==> config.mk <==
export PLATFORM = sky130hd
export DESIGN_NAME = wdog_timer
export DESIGN_NICKNAME = d
export VERILOG_FILES = /design/src/rtl/wdog_pkg.sv /design/src/rtl/wdog_tick_sel.sv /design/src/rtl/wdog_clear_ctrl.sv /design/src/rtl/wdog_divchain.sv /design/src/rtl/wdog_timer.sv
export SDC_FILE = /design/constraint.sdc
export NUM_CORES = 1
export LEC_CHECK = 0
export ABC_AREA = 1
export BUFFER_PORTS_ARGS = -buffer_cell sky130_fd_sc_hd__buf_2
export CAP_MARGIN = 20
export CORE_MARGIN = 2
export CORE_UTILIZATION = 44
export CTS_CLUSTER_SIZE = 40
export DETAILED_ROUTE_END_ITERATION = 8
export GPL_ROUTABILITY_DRIVEN = 0
export GPL_TIMING_DRIVEN = 0
export PLACE_DENSITY = 0.66
export SLEW_MARGIN = 10
export SYNTH_ARGS = -nofsm -noshare
export SYNTH_HDL_FRONTEND = slang
export SYNTH_SLANG_ARGS = --single-unit
export TNS_END_PERCENT = 50
==> constraint.sdc <==
create_clock -name clk -period 1.75 [get_ports clk]
set_input_delay 0.4375 -clock clk [delete_from_list [all_inputs] [get_ports clk]]
set_output_delay 0.4375 -clock clk [all_outputs]
set_load 0.01 [all_outputs]
==> src/rtl/wdog_pkg.sv <==
package wdog_pkg;
  localparam int SEL_W  = 3;
  localparam int USER_W = 5;
  localparam int REG_W  = SEL_W + USER_W;

  typedef enum logic {
    CLR_MODE_SINGLE = 1'b0,
    CLR_MODE_DUAL   = 1'b1
  } clr_mode_e;

  typedef struct packed {
    logic [USER_W-1:0] user;
    logic [SEL_W-1:0]  sel;
  } ctrl_reg_t;
endpackage

==> src/rtl/wdog_tick_sel.sv <==
module wdog_tick_sel (
  input  logic osc_tick,
  input  logic instr_tick,
  input  logic src_sel,
  input  logic halted,
  output logic tick
);
  always_comb begin
    if (src_sel) tick = osc_tick;
    else         tick = instr_tick & ~halted;
  end
endmodule

==> src/rtl/wdog_clear_ctrl.sv <==
module wdog_clear_ctrl
  import wdog_pkg::*;
(
  input  logic      clk,
  input  logic      rst_n,
  input  clr_mode_e mode,
  input  logic      halt_enter,
  input  logic      clr_single,
  input  logic      clr_a,
  input  logic      clr_b,
  input  logic      ovf,
  output logic      clear
);
  logic seen_a_q, seen_b_q;
  logic pair_done, sw_clear;

  always_comb begin
    pair_done = (clr_a | seen_a_q) & (clr_b | seen_b_q);
    sw_clear  = (mode == CLR_MODE_SINGLE) ? clr_single : pair_done;
    clear     = halt_enter | sw_clear;
  end

  // Pending half of a pair is dropped on any restart, or outside dual mode
  always_ff @(posedge clk or negedge rst_n) begin
    if (!rst_n) begin
      seen_a_q <= 1'b0;
      seen_b_q <= 1'b0;
    end else if (clear || ovf || mode == CLR_MODE_SINGLE) begin
      seen_a_q <= 1'b0;
      seen_b_q <= 1'b0;
    end else begin
      seen_a_q <= seen_a_q | clr_a;
      seen_b_q <= seen_b_q | clr_b;
    end
  end
endmodule

==> src/rtl/wdog_divchain.sv <==
module wdog_divchain #(
  parameter int BASE_STAGES = 8,
  parameter int SEL_W       = 3
) (
  input  logic             clk,
  input  logic             rst_n,
  input  logic             tick,
  input  logic             clear,
  input  logic [SEL_W-1:0] sel,
  output logic             ovf
);
  localparam int PSC_W = (1 << SEL_W) - 1;

  logic [BASE_STAGES-1:0] base_q;
  logic [PSC_W-1:0]       psc_q;
  logic [PSC_W-1:0]       psc_mask;
  logic                   base_carry, psc_hit;

  // Thermometer mask: the prescaler stages in use for this ratio
  for (genvar i = 0; i < PSC_W; i++) begin : g_mask
    assign psc_mask[i] = (int'(sel) > i);
  end

  always_comb begin
    base_carry = &base_q;
    psc_hit    = ((psc_q & psc_mask) == psc_mask);
    ovf        = tick & base_carry & psc_hit & ~clear;
  end

  always_ff @(posedge clk or negedge rst_n) begin
    if (!rst_n) begin
      base_q <= '0;
    end else if (clear) begin
      base_q <= '0;
    end else if (tick) begin
      base_q <= base_q + BASE_STAGES'(1);
    end
  end

  always_ff @(posedge clk or negedge rst_n) begin
    if (!rst_n) begin
      psc_q <= '0;
    end else if (clear || ovf) begin
      psc_q <= '0;
    end else if (tick && base_carry) begin
      psc_q <= psc_q + PSC_W'(1);
    end
  end
endmodule

==> src/rtl/wdog_timer.sv <==
module wdog_timer
  import wdog_pkg::*;
#(
  parameter int BASE_STAGES = 8
) (
  input  logic             clk,
  input  logic             rst_n,
  input  logic             osc_tick,
  input  logic             instr_tick,
  input  logic             src_sel,
  input  logic             halted,
  input  logic             halt_enter,
  input  logic             dual_clr_mode,
  input  logic             clr_single,
  input  logic             clr_a,
  input  logic             clr_b,
  input  logic             reg_wr,
  input  logic [REG_W-1:0] reg_wdata,
  output logic [REG_W-1:0] reg_rdata,
  output logic             chip_rst_o,
  output logic             warm_rst_o,
  output logic             to_flag_o
);
  ctrl_reg_t ctrl_q;
  logic      tick, clear, ovf;
  clr_mode_e mode;

  assign mode      = clr_mode_e'(dual_clr_mode);
  assign reg_rdata = ctrl_q;

  always_ff @(posedge clk or negedge rst_n) begin
    if (!rst_n)      ctrl_q <= '0;
    else if (reg_wr) ctrl_q <= ctrl_reg_t'(reg_wdata);
  end

  wdog_tick_sel u_tick (
    .osc_tick   (osc_tick),
    .instr_tick (instr_tick),
    .src_sel    (src_sel),
    .halted     (halted),
    .tick       (tick)
  );

  wdog_clear_ctrl u_clr (
    .clk        (clk),
    .rst_n      (rst_n),
    .mode       (mode),
    .halt_enter (halt_enter),
    .clr_single (clr_single),
    .clr_a      (clr_a),
    .clr_b      (clr_b),
    .ovf        (ovf),
    .clear      (clear)
  );

  wdog_divchain #(
    .BASE_STAGES (BASE_STAGES),
    .SEL_W       (SEL_W)
  ) u_div (
    .clk   (clk),
    .rst_n (rst_n),
    .tick  (tick),
    .clear (clear),
    .sel   (ctrl_q.sel),
    .ovf   (ovf)
  );

  always_ff @(posedge clk or negedge rst_n) begin
    if (!rst_n) begin
      chip_rst_o <= 1'b0;
      warm_rst_o <= 1'b0;
      to_flag_o  <= 1'b0;
    end else begin
      chip_rst_o <= ovf & ~halted;
      warm_rst_o <= ovf & halted;
      if (ovf)             to_flag_o <= 1'b1;
      else if (halt_enter) to_flag_o <= 1'b0;
    end
  end
endmodule

* Yosys cells after proc, flatten, opt, wreduce, memory -nomap -nowiden
Index checks and enable logic that the tools add are counted.
** Cells by class
- Magnitude comparators :: 7
- $add $sub $neg :: 2
- Bitwise operators :: 14
- Equal/unequal tests :: 1
- Reductions and logical operators :: 7
- Mux-type cells :: 10
** Operators by type and width (number)
- $mux 8 :: 2
- $mux 7 :: 2
- $gt 3x3->1 const B :: 3
- $add 8x1->8 const B :: 1
- $reduce_and 8->1 :: 1
- $add 7x1->7 const B :: 1
- $and 1x1->1 :: 7
- $and 7x7->7 :: 1
- $eq 7x7->1 :: 1
- $gt 3x1->1 const B :: 2
- $gt 3x2->1 const B :: 2
- $mux 1 :: 6
- $reduce_bool 2->1 :: 3
- $not 1->1 :: 3
- $or 1x1->1 :: 3
- $logic_or 1x1->1 :: 2
- $logic_and 1x1->1 :: 1
** Word-level totals
- Register bits after elaboration :: 28
- Input bits :: 20

* Longest topological paths before layout
Gate-level depths: netlist (run 1).
- Word-level depth :: 9
- Gate-level depth with buffers :: 8

* Cells and area by module
Synthesis (run 1) repeated with hierarchy kept, for this count alone.
** Second synthesis, totals
- Cell total of the unflattened synthesis :: 198
- Area total of the unflattened synthesis :: 1492.7 um2
** By module, submodules not included
- wdog_divchain :: cells an instance 130, area each 934.6 um2, times used 1
- wdog_timer :: cells an instance 44, area each 406.6 um2, times used 1
- wdog_clear_ctrl :: cells an instance 19, area each 131.4 um2, times used 1
- wdog_tick_sel :: cells an instance 5, area each 20.0 um2, times used 1

* Worst setup path after synthesis (run 1)
Ideal clock, no wire load.
- Kind :: register -> register
- From :: register u_div.base_q[1]
- To :: register u_clr.seen_b_q
- Setup time :: 0.120 ns
- Data arrival time :: 1.172 ns
- Slack :: 0.458 ns
- Stages on the path, launching flop included :: 9
- Required time :: 1.630 ns
- Path buffers :: 0
- Path through :: dfrtp_1 > ha_1 > nand2_1 > nor2_4 > nand2_1 > nor2_4 > nand3_1 > nand3_1 > nor2_1
** Between the ends
- Word-level cells in the longest chain between the ends :: 7
** RTL lines
- from (decl) :: RTL line wdog_divchain.sv:14 : logic [BASE_STAGES-1:0] base_q;
- from (signal assigned) :: RTL line wdog_divchain.sv:36 : base_q <= base_q + BASE_STAGES'(1);
- $reduce_and 8->1 :: RTL line wdog_divchain.sv:25 : base_carry = &base_q;
- $and 1x1->1 (3 in series) :: RTL line wdog_divchain.sv:27 : ovf = tick & base_carry & psc_hit & ~clear;
- $logic_or 1x1->1 (2 in series) :: RTL line wdog_clear_ctrl.sv:28 : end else if (clear || ovf || mode == CLR_MODE_SINGLE) begin
- $mux 1 :: RTL line wdog_clear_ctrl.sv:28
- to (signal assigned) :: RTL line wdog_clear_ctrl.sv:33 : seen_b_q <= seen_b_q | clr_b;
- to (decl) :: RTL line wdog_clear_ctrl.sv:14 : logic seen_a_q, seen_b_q;
No other way between the ends.
A chain may end at the register's enable or synchronous reset.

* Final worst setup path (run 1)
Ends and elaborated chain as after synthesis.

==> flow_metrics.tcl, run 1 <==
set metrics [dict create \
    cts_root_buffer "clkbuf_4" \
    clock-sinks 28 \
    htree_levels 1 \
    ys_top_cells_by_count "nand2_1 (36), dfrtp_1 (28), inv_1 (16), nand3_1 (16), nor2_1 (16)" \
    grt_util_met1_pct 20.40 \
    syn_inst 173 \
    syn-num-nets 195 \
    period_share_pct 85.59 \
    layout-drive-gt1-share_pct 29.27 \
    synth-seq-cells 28 \
    initialDrtViolationCount 68 \
    maxCapViolations 0 \
    hold_path_class "input pin to async pin" \
    cp-end-kind "flip-flop" \
    yosysMostFrequentCell "nand2_1" \
    avgSynthCellArea_sq_um 8.708 \
    setup_violations 0 \
    grtUsageMet3_pct 2.523 \
    areaGrowthSynthToFinish_pct 14.95 \
    max_stage_delay_ps 400 \
    drt_pass1_iterations 4 \
    grt_pass1_wl_mm 5.285 \
    grt_pass1_vias 1239 \
    synth_edf_count 0 \
    cp.required_ps 1970 \
    wirelength_mm 3.042 \
    synthTopCellsByArea "dfrtp_1 (47%), nand2_1 (9.0%), mux2_2 (6.0%)" \
    synth_top_cell_by_area "dfrtp_1" \
    hold_viol_final 0 \
    max_freq_mhz 667.6 \
    holdBufCountCts 0 \
    path_max_fanout 8 \
    synth-compound-area-share_pct 5.066 \
    peakVddDrop_mv 0.2718 \
    synth-main-ff-cell "dfrtp_1" \
    tightest_slew_ps 621.0 \
    synth.top_cell.area_share_pct 46.51 \
    io_pins 31 \
    grt_max_degree 29 \
    crit_slowest_cell "dfrtp_1" \
    dp_hpwl_mm 2.392 \
    path_class "flip-flop to flip-flop" \
    synth_top_family_by_area "simple AND/OR/NAND/NOR gates" \
    nets 229 \
    p_per_area_mw_per_mm2 634.6 \
    grt_busiest_layer "met2" \
    die_h_microns 62.51 \
    antenna_found_initial 0 \
    synthArstFlopShare_pct 100.0 \
    diodes 0 \
    cp.arrival_ps 1710 \
    rsz0062_at_grt "no" \
    synthSimpleGateAreaFrac_pct 32.39 \
    clock_path_buffers 2 \
    detail-route-antenna-nets 0 \
    max-slew-margin-rel_pct 58.60 \
    die-area_sq_mm 0.003908 \
    period_minus_slack_ps 1498 \
    cts_tree "done" \
    yosysSeqAreaShare_pct 46.51 \
    portBuffers 29 \
    core.rowCount 21 \
    p_leak_uw 0.0008501 \
    drc_errors 0 \
    fin_skew_ps 3.574 \
    met2_usage_pct 29.17 \
    synth-xor-area-share_pct 1.744 \
    grt_util_all_layers_pct 16.60 \
    viasPerCell 5.012 \
    post_cts_buffers 0 \
    ys_types 28 \
    synth_mux_area_share_pct 5.980 \
    slew_viol_final 0 \
    die_w_microns 62.51 \
    status "completed" \
    synth_fa_ha_area_share_pct 1.661 \
    clk_pin_slew_worst_paths_ps 140 \
    clk_latency_ps 310 \
    syn_area_sq_mm 0.001506 \
    initial_core_util_pct 45.50 \
    core_sq_mm 0.003311 \
    routedWlPerCell_microns 12.12 \
    synth_warnings 0 \
    critPathLaunchType "flip-flop" \
    critical_path.cell_chain "ha_1 > nand2_1 > nor2_4 > nand2_1 > nor2_4 > nand3_1 > nand3_1 > nor2_1" \
    cts_resized 0 \
    vias 1258 \
    p_total_uw 1099 \
    numCtsBuffers 3 \
    overflow 0 \
    tns_ps 0 \
]
-- path summary, 6_finish.rpt --
| path | start | endpoint | slack (ps) | depth (start not counted) |
|---|---|---|---|---|
| max reg2reg | u_div.base_q[1] | u_clr.seen_b_q | 250 | 8 |
| max | u_div.base_q[1] | u_clr.seen_b_q | 250 | 8 |
| min reg2reg | u_clr.seen_b_q | u_clr.seen_b_q | 520 | 2 |
| min | rst_n | reg_rdata[0] | 120 | 1 |
| max in group asynchronous | rst_n | u_div.psc_q[4] | 1230 | 1 |
| min in group clk | halted | chip_rst_o | 280 | 2 |
-- sequential cells by signal, indices dropped and copies added, names as in the netlist --
signal / cells
warm_rst_o: 1
u_div.psc_q: 7
u_div.base_q: 8
to_flag_o: 1
chip_rst_o: 1
reg_rdata: 8
u_clr.seen_a_q: 1
u_clr.seen_b_q: 1
-- worst max-delay path: cells and delay by family (launching register included) --
kind                       cells  cell delay (ps)
adders and majority gates      1              170
DFF                            1              400
and+or+nand+nor                7              820
-- kinds of logic after synthesis --
group	after synthesis
simple gates	94
flops	28
buf+inv	24
compound gates	14
mux	8
xor+xnor	3
fa+ha+maj	2
-- area by class of cell --
type | count | area (sq um)
multi-input cells | 121 | 705.7
inverters | 21 | 81.33
clock buffers | 3 | 22.52
repair buffers | 29 | 145.1
plain buffers | 3 | 18.77
fillers | 332 | 1579
flip-flops and latches | 28 | 700.7
well taps | 46 | 57.56
-- stage by stage --
step / cells / cell area (sq um) / util [%] / hold WS, ps / worst slack [ps]
2_1_floorplan: 173 / 1506 / - / 141.9 / 458.2
6_report: 251 / 1732 / 52.31 / 115.6 / 252.2
4_1_cts: 251 / 1732 / 52.31 / 129.5 / 246.6
5_1_grt: 251 / 1732 / 52.31 / 133.9 / 119.2
3_3_place_gp: 248 / 1709 / 51.63 / 480.9 / 242.4
3_5_place_dp: 248 / 1709 / 51.63 / 489.3 / 225.7
-- power breakdown --
group / switching, uW / leakage (uW) / internal, uW
clock: 169 / 0.0000138 / 80.4
combinational: 94.5 / 0.000464 / 67.0
sequential: 18.5 / 0.000372 / 669
-- routing by layer --
metal	up-vias	routed length (microns)
met5	-	0
met4	0	56
met3	6	81
met2	18	1598
met1	603	1305
li1	631	-
-- cell usage in the layout (no fill, tap or decap), types with 3 or more instances in the layout --
cell / synthesis / layout
o21ai_0: 4 / 4
nand2_1: 36 / 36
inv_1: 16 / 16
nor2_1: 16 / 16
clkbuf_4: 0 / 3
xor2_1: 3 / 3
inv_2: 3 / 3
nand4_1: 10 / 10
a21oi_1: 6 / 6
mux2_2: 8 / 8
nand3_1: 16 / 16
buf_2: 0 / 29
dfrtp_1: 28 / 28
nor2_4: 4 / 4
(Power assumes the default switching activity.)
==> inputs of run 2 (changes only) <==
- clock period: 1.75 -> 1.6 ns (I/O delays scaled with it)
==> flow_metrics.tcl, run 2 (synthesis results as in run 1) <==
set metrics [dict create \
    share_seq_of_total_power_pct 62.5 \
    die_w_microns 62.51 \
    num-fill-cells 331 \
    p_leak_uw 0.0008560 \
    period_minus_slack_ps 1452 \
    grt_busiest_layer "met2" \
    core_sq_mm 0.003311 \
    detail-route-antenna-nets 0 \
    cts_tree "done" \
    vias 1270 \
    areaGrowthSynthToFinish_pct 15.45 \
    fin_skew_ps 2.689 \
    viasPerCell 5.040 \
    max_freq_mhz 688.5 \
    routedWlPerCell_microns 12.08 \
    numCtsBuffers 3 \
    cts_root_buffer "clkbuf_4" \
    period_share_pct 90.77 \
    clock-sinks 28 \
    core.rowCount 21 \
    clock_path_buffers 2 \
    switching_share_pct 25.72 \
    initialDrtViolationCount 78 \
    setup_violations 0 \
    power_frac_comb_pct 14.7 \
    layout-drive-gt1-share_pct 29.61 \
    drc_errors 0 \
    peakVddDrop_mv 0.2968 \
    htree_levels 1 \
    initial_core_util_pct 45.50 \
    fin_ws_ps 147.6 \
    cp.arrival_ps 1670 \
    met2_usage_pct 29.17 \
    cp.required_ps 1820 \
    holdBufCountCts 0 \
    grt_pass1_wl_mm 5.285 \
    hold_path_class "input pin to async pin" \
    cp-end-kind "flip-flop" \
    clk_pin_slew_worst_paths_ps 140 \
    rsz0062_at_grt "no" \
    grt_util_met1_pct 20.40 \
    diodes 0 \
    reg2reg_depth 8 \
    wirelength_mm 3.045 \
    max-slew-margin-rel_pct 58.53 \
    r2r-start "u_div.base_q[1]" \
    dp_slack_ps 113.2 \
    status "completed" \
    die_h_microns 62.51 \
    multiInputGateArea_sq_um 705.7 \
    hold_viol_final 0 \
    pwr-share-clk_pct 22.7 \
    nets 230 \
    critPathLaunchType "flip-flop" \
    tns_ps 0 \
    io_pins 31 \
    path_class "flip-flop to flip-flop" \
    path_max_fanout 7 \
    grtUsageMet3_pct 2.523 \
    final_cell_mix "nand2_1 (36), buf_2 (29), dfrtp_1 (28)" \
    critical_path.cell_chain "ha_1 > nand2_1 > nor2_4 > nand2_1 > nor2_4 > nand3_1 > nand3_1 > nor2_1" \
    max_stage_delay_ps 400 \
    clk_latency_ps 310 \
    tightest_slew_ps 622.0 \
    grt_pass1_vias 1239 \
    dp_hpwl_mm 2.392 \
    portBuffers 29 \
    overflow 0 \
    layout_commonest_cell "nand2_1" \
    cp-startpoint "u_div.base_q[1]" \
    internal-power_uw 893.3 \
    crit_slowest_cell "dfrtp_1" \
    p_per_area_mw_per_mm2 691.4 \
    slew_viol_final 0 \
    cts_resized 0 \
    grt_util_all_layers_pct 16.60 \
    seqCellArea_sq_um 700.7 \
    p_sw_uw 309.3 \
    grt_max_degree 29 \
    maxCapViolations 0 \
    antenna_found_initial 0 \
    die-area_sq_mm 0.003908 \
    drt_pass1_iterations 4 \
]
==> run 2: cell types whose count changed in the layout (fill, tap and decap cells not counted), sizes merged <==
cell,delta
buf,+1
==> run 2: routing by layer <==
layer	vias to the layer above	share of wire [%]
met2	20	53
met3	6	2.7
met4	0	1.8
met5	-	0
li1	636	-
met1	608	43
==> run 2: repair_timing <==
item | in CTS | in global routing
hold endpoints to repair | 0 | 0
setup buffers | 0 | 1
endpoints found under the setup margin | 0 | 2
==> run 2: area by class of cell <==
class | instances | share of cell area [%]
Tap cell | 46 | 3.309
Clock buffer | 3 | 1.295
Inverter | 21 | 4.676
Sequential cell | 28 | 40.29
Multi-Input combinational cell | 121 | 40.58
Buffer | 3 | 1.079
Timing Repair Buffer | 30 | 8.777
==> run 2: worst max-delay path, delay by kind of cell, from the launching register on <==
kind | cells | cell delay [ps]
fa+ha+maj | 1 | 170
flops | 1 | 400
simple gates | 7 | 790
==> run 2: power groups by stage <==
| stage | sequential [uW] | combinational [uW] | clock (uW) |
|---|---|---|---|
| finish | 752 | 177 | 274 |
| global route | 755 | 197 | 326 |
| CTS | 752 | 180 | 291 |
| detailed placement | 766 | 180 | 0 |
| global placement | 764 | 173 | 0 |
| floorplan | 772 | 93.0 | 0 |
==> run 2: final timing paths <==
check                            endpoint  slack, ps
min in group clk               chip_rst_o        250
min                          reg_rdata[0]         80
min reg2reg                u_clr.seen_b_q        520
max                        u_clr.seen_b_q        150
max reg2reg                u_clr.seen_b_q        150
max in group asynchronous  u_div.psc_q[4]       1110
==> run 2: through the flow <==
| stage | area [sq um] | hold slack [ps] | instances | util (%) | power (uW) |
|---|---|---|---|---|---|
| 3_5_place_dp | 1709 | 451.8 | 248 | 51.63 | 945.6 |
| 3_3_place_gp | 1709 | 443.4 | 248 | 51.63 | 937.1 |
| 4_1_cts | 1732 | 91.96 | 251 | 52.31 | 1223 |
| 5_1_grt | 1739 | 96.41 | 252 | 52.53 | 1278 |
| 6_report | 1739 | 78.58 | 252 | 52.53 | 1203 |
| 2_1_floorplan | 1506 | 104.4 | 173 | - | 865.4 |
==> inputs of run 3 (changes only) <==
- CELL_PAD_IN_SITES_DETAIL_PLACEMENT: unset -> 2
- CELL_PAD_IN_SITES_GLOBAL_PLACEMENT: unset -> 2
- CORE_UTILIZATION: 44 -> 34
- PLACE_DENSITY: 0.66 -> unset
- PLACE_DENSITY_LB_ADDON: unset -> 0.1
- clock period: 1.6 -> 1.8 ns (I/O delays scaled with it)
==> flow_metrics.tcl, run 3 (synthesis results as in run 1) <==
set metrics [dict create \
    slew_viol_final 0 \
    numCtsBuffers 3 \
    cp.arrival_ps 1760 \
    cp-startpoint "u_div.base_q[1]" \
    clk_pin_slew_worst_paths_ps 100 \
    dpl-instance-area_sq_mm 0.001717 \
    nets 229 \
    p_per_area_mw_per_mm2 746.3 \
    initialDrtViolationCount 56 \
    r2r-start "u_div.base_q[1]" \
    die_h_microns 70.57 \
    rsz0062_at_grt "no" \
    period_share_pct 87.78 \
    hold_path_class "input pin to async pin" \
    htree_levels 1 \
    holdBufCountCts 0 \
    dp_hpwl_mm 3.190 \
    vias 1311 \
    fin_skew_ps 1.855 \
    hold_viol_final 0 \
    final_area_sq_mm 0.001788 \
    layout-drive-gt1-share_pct 29.61 \
    holdWs_ps 186.9 \
    core_sq_mm 0.004324 \
    reg2reg_depth 8 \
    maxCapViolations 0 \
    peakVddDrop_mv 0.4101 \
    overflow 0 \
    post_cts_buffers 0 \
    initial_core_util_pct 34.84 \
    max_freq_mhz 632.9 \
    dp_slack_ps 214.2 \
    core.rowCount 24 \
    viasPerCell 5.081 \
    areaGrowthSynthToFinish_pct 18.69 \
    clock-sinks 28 \
    critPathLaunchType "flip-flop" \
    grt_pass1_wl_mm 7.017 \
    path_max_fanout 8 \
    cp-end-kind "flip-flop" \
    final_cell_mix "nand2_1 (36), buf_2 (29), dfrtp_1 (28)" \
    p_leak_uw 0.0008720 \
    wirelength_mm 3.936 \
    cts_tree "done" \
    layout_commonest_cell "nand2_1" \
    drc_errors 0 \
    routedWlPerCell_microns 15.26 \
    drt_pass1_iterations 4 \
    cp.required_ps 1980 \
    p_total_uw 1334 \
    grt_max_degree 29 \
    grt_pass1_vias 1499 \
    status "completed" \
    rr_endpoint "u_clr.seen_b_q" \
    io_pins 31 \
    grt_util_all_layers_pct 17.72 \
    tns_ps 0 \
    tightest_slew_ps 649.8 \
    reg2reg_slack_ps 220 \
    die_w_microns 70.57 \
    detail-route-antenna-nets 0 \
    cts_resized 0 \
    clk_latency_ps 280 \
    die-area_sq_mm 0.004979 \
    portBuffers 29 \
    max-slew-margin-rel_pct 56.68 \
    path_class "flip-flop to flip-flop" \
    fin_ws_ps 220.0 \
    cts_root_buffer "clkbuf_8" \
    diodes 0 \
    period_minus_slack_ps 1580 \
    setup_violations 0 \
    antenna_found_initial 0 \
    clock_path_buffers 2 \
]
==> run 3: cell type report <==
type,instances,area [sq um]
Fill cell,490,2536
Tap cell,52,65.06
Multi-Input combinational cell,121,705.7
Sequential cell,28,700.7
Clock inverter,1,30.03
Timing Repair Buffer,29,145.1
Inverter,21,81.33
Buffer,3,18.77
Clock buffer,3,41.29
==> run 3: through the flow <==
step                      cells  utilization [%]
after floorplan             173                -
after global placement      254            39.70
after detailed placement    254            39.70
after CTS                   258            41.35
after global routing        258            41.35
final                       258            41.35
==> run 3: how the worst max path moves through the flow <==
| stage | slack, ps | to | cells past startpoint |
|---|---|---|---|
| after floorplan | 510 | u_clr.seen_b_q | 8 |
| after global placement | 240 | u_clr.seen_b_q | 9 |
| after detailed placement | 210 | u_clr.seen_b_q | 8 |
| after CTS | 180 | u_clr.seen_b_q | 8 |
| after global routing | 40 | u_clr.seen_b_q | 8 |
| final | 220 | u_clr.seen_b_q | 8 |
==> run 3: critical path, stage by stage, from the launching register on <==
cell and delay [ps]:
dfrtp_1 390, ha_1 180, nand2_1 140, nor2_4 160
nand2_1 120, nor2_4 220, nand3_1 120, nand3_1 110
nor2_1 50
==> run 3: per-layer routing <==
layer,global-route usage [%],wire [microns]
met1,22.09,1678
met2,32.49,2098
met3,2.849,126
met4,3.774,33
met5,0,0
==> run 3: where the power goes <==
| group | total (uW) | switching, uW | internal [uW] |
|---|---|---|---|
| combinational | 161 | 96.1 | 65.3 |
| clock | 505 | 207 | 298 |
| sequential | 668 | 17.8 | 650 |
| total | 1330 | 321 | 1010 |
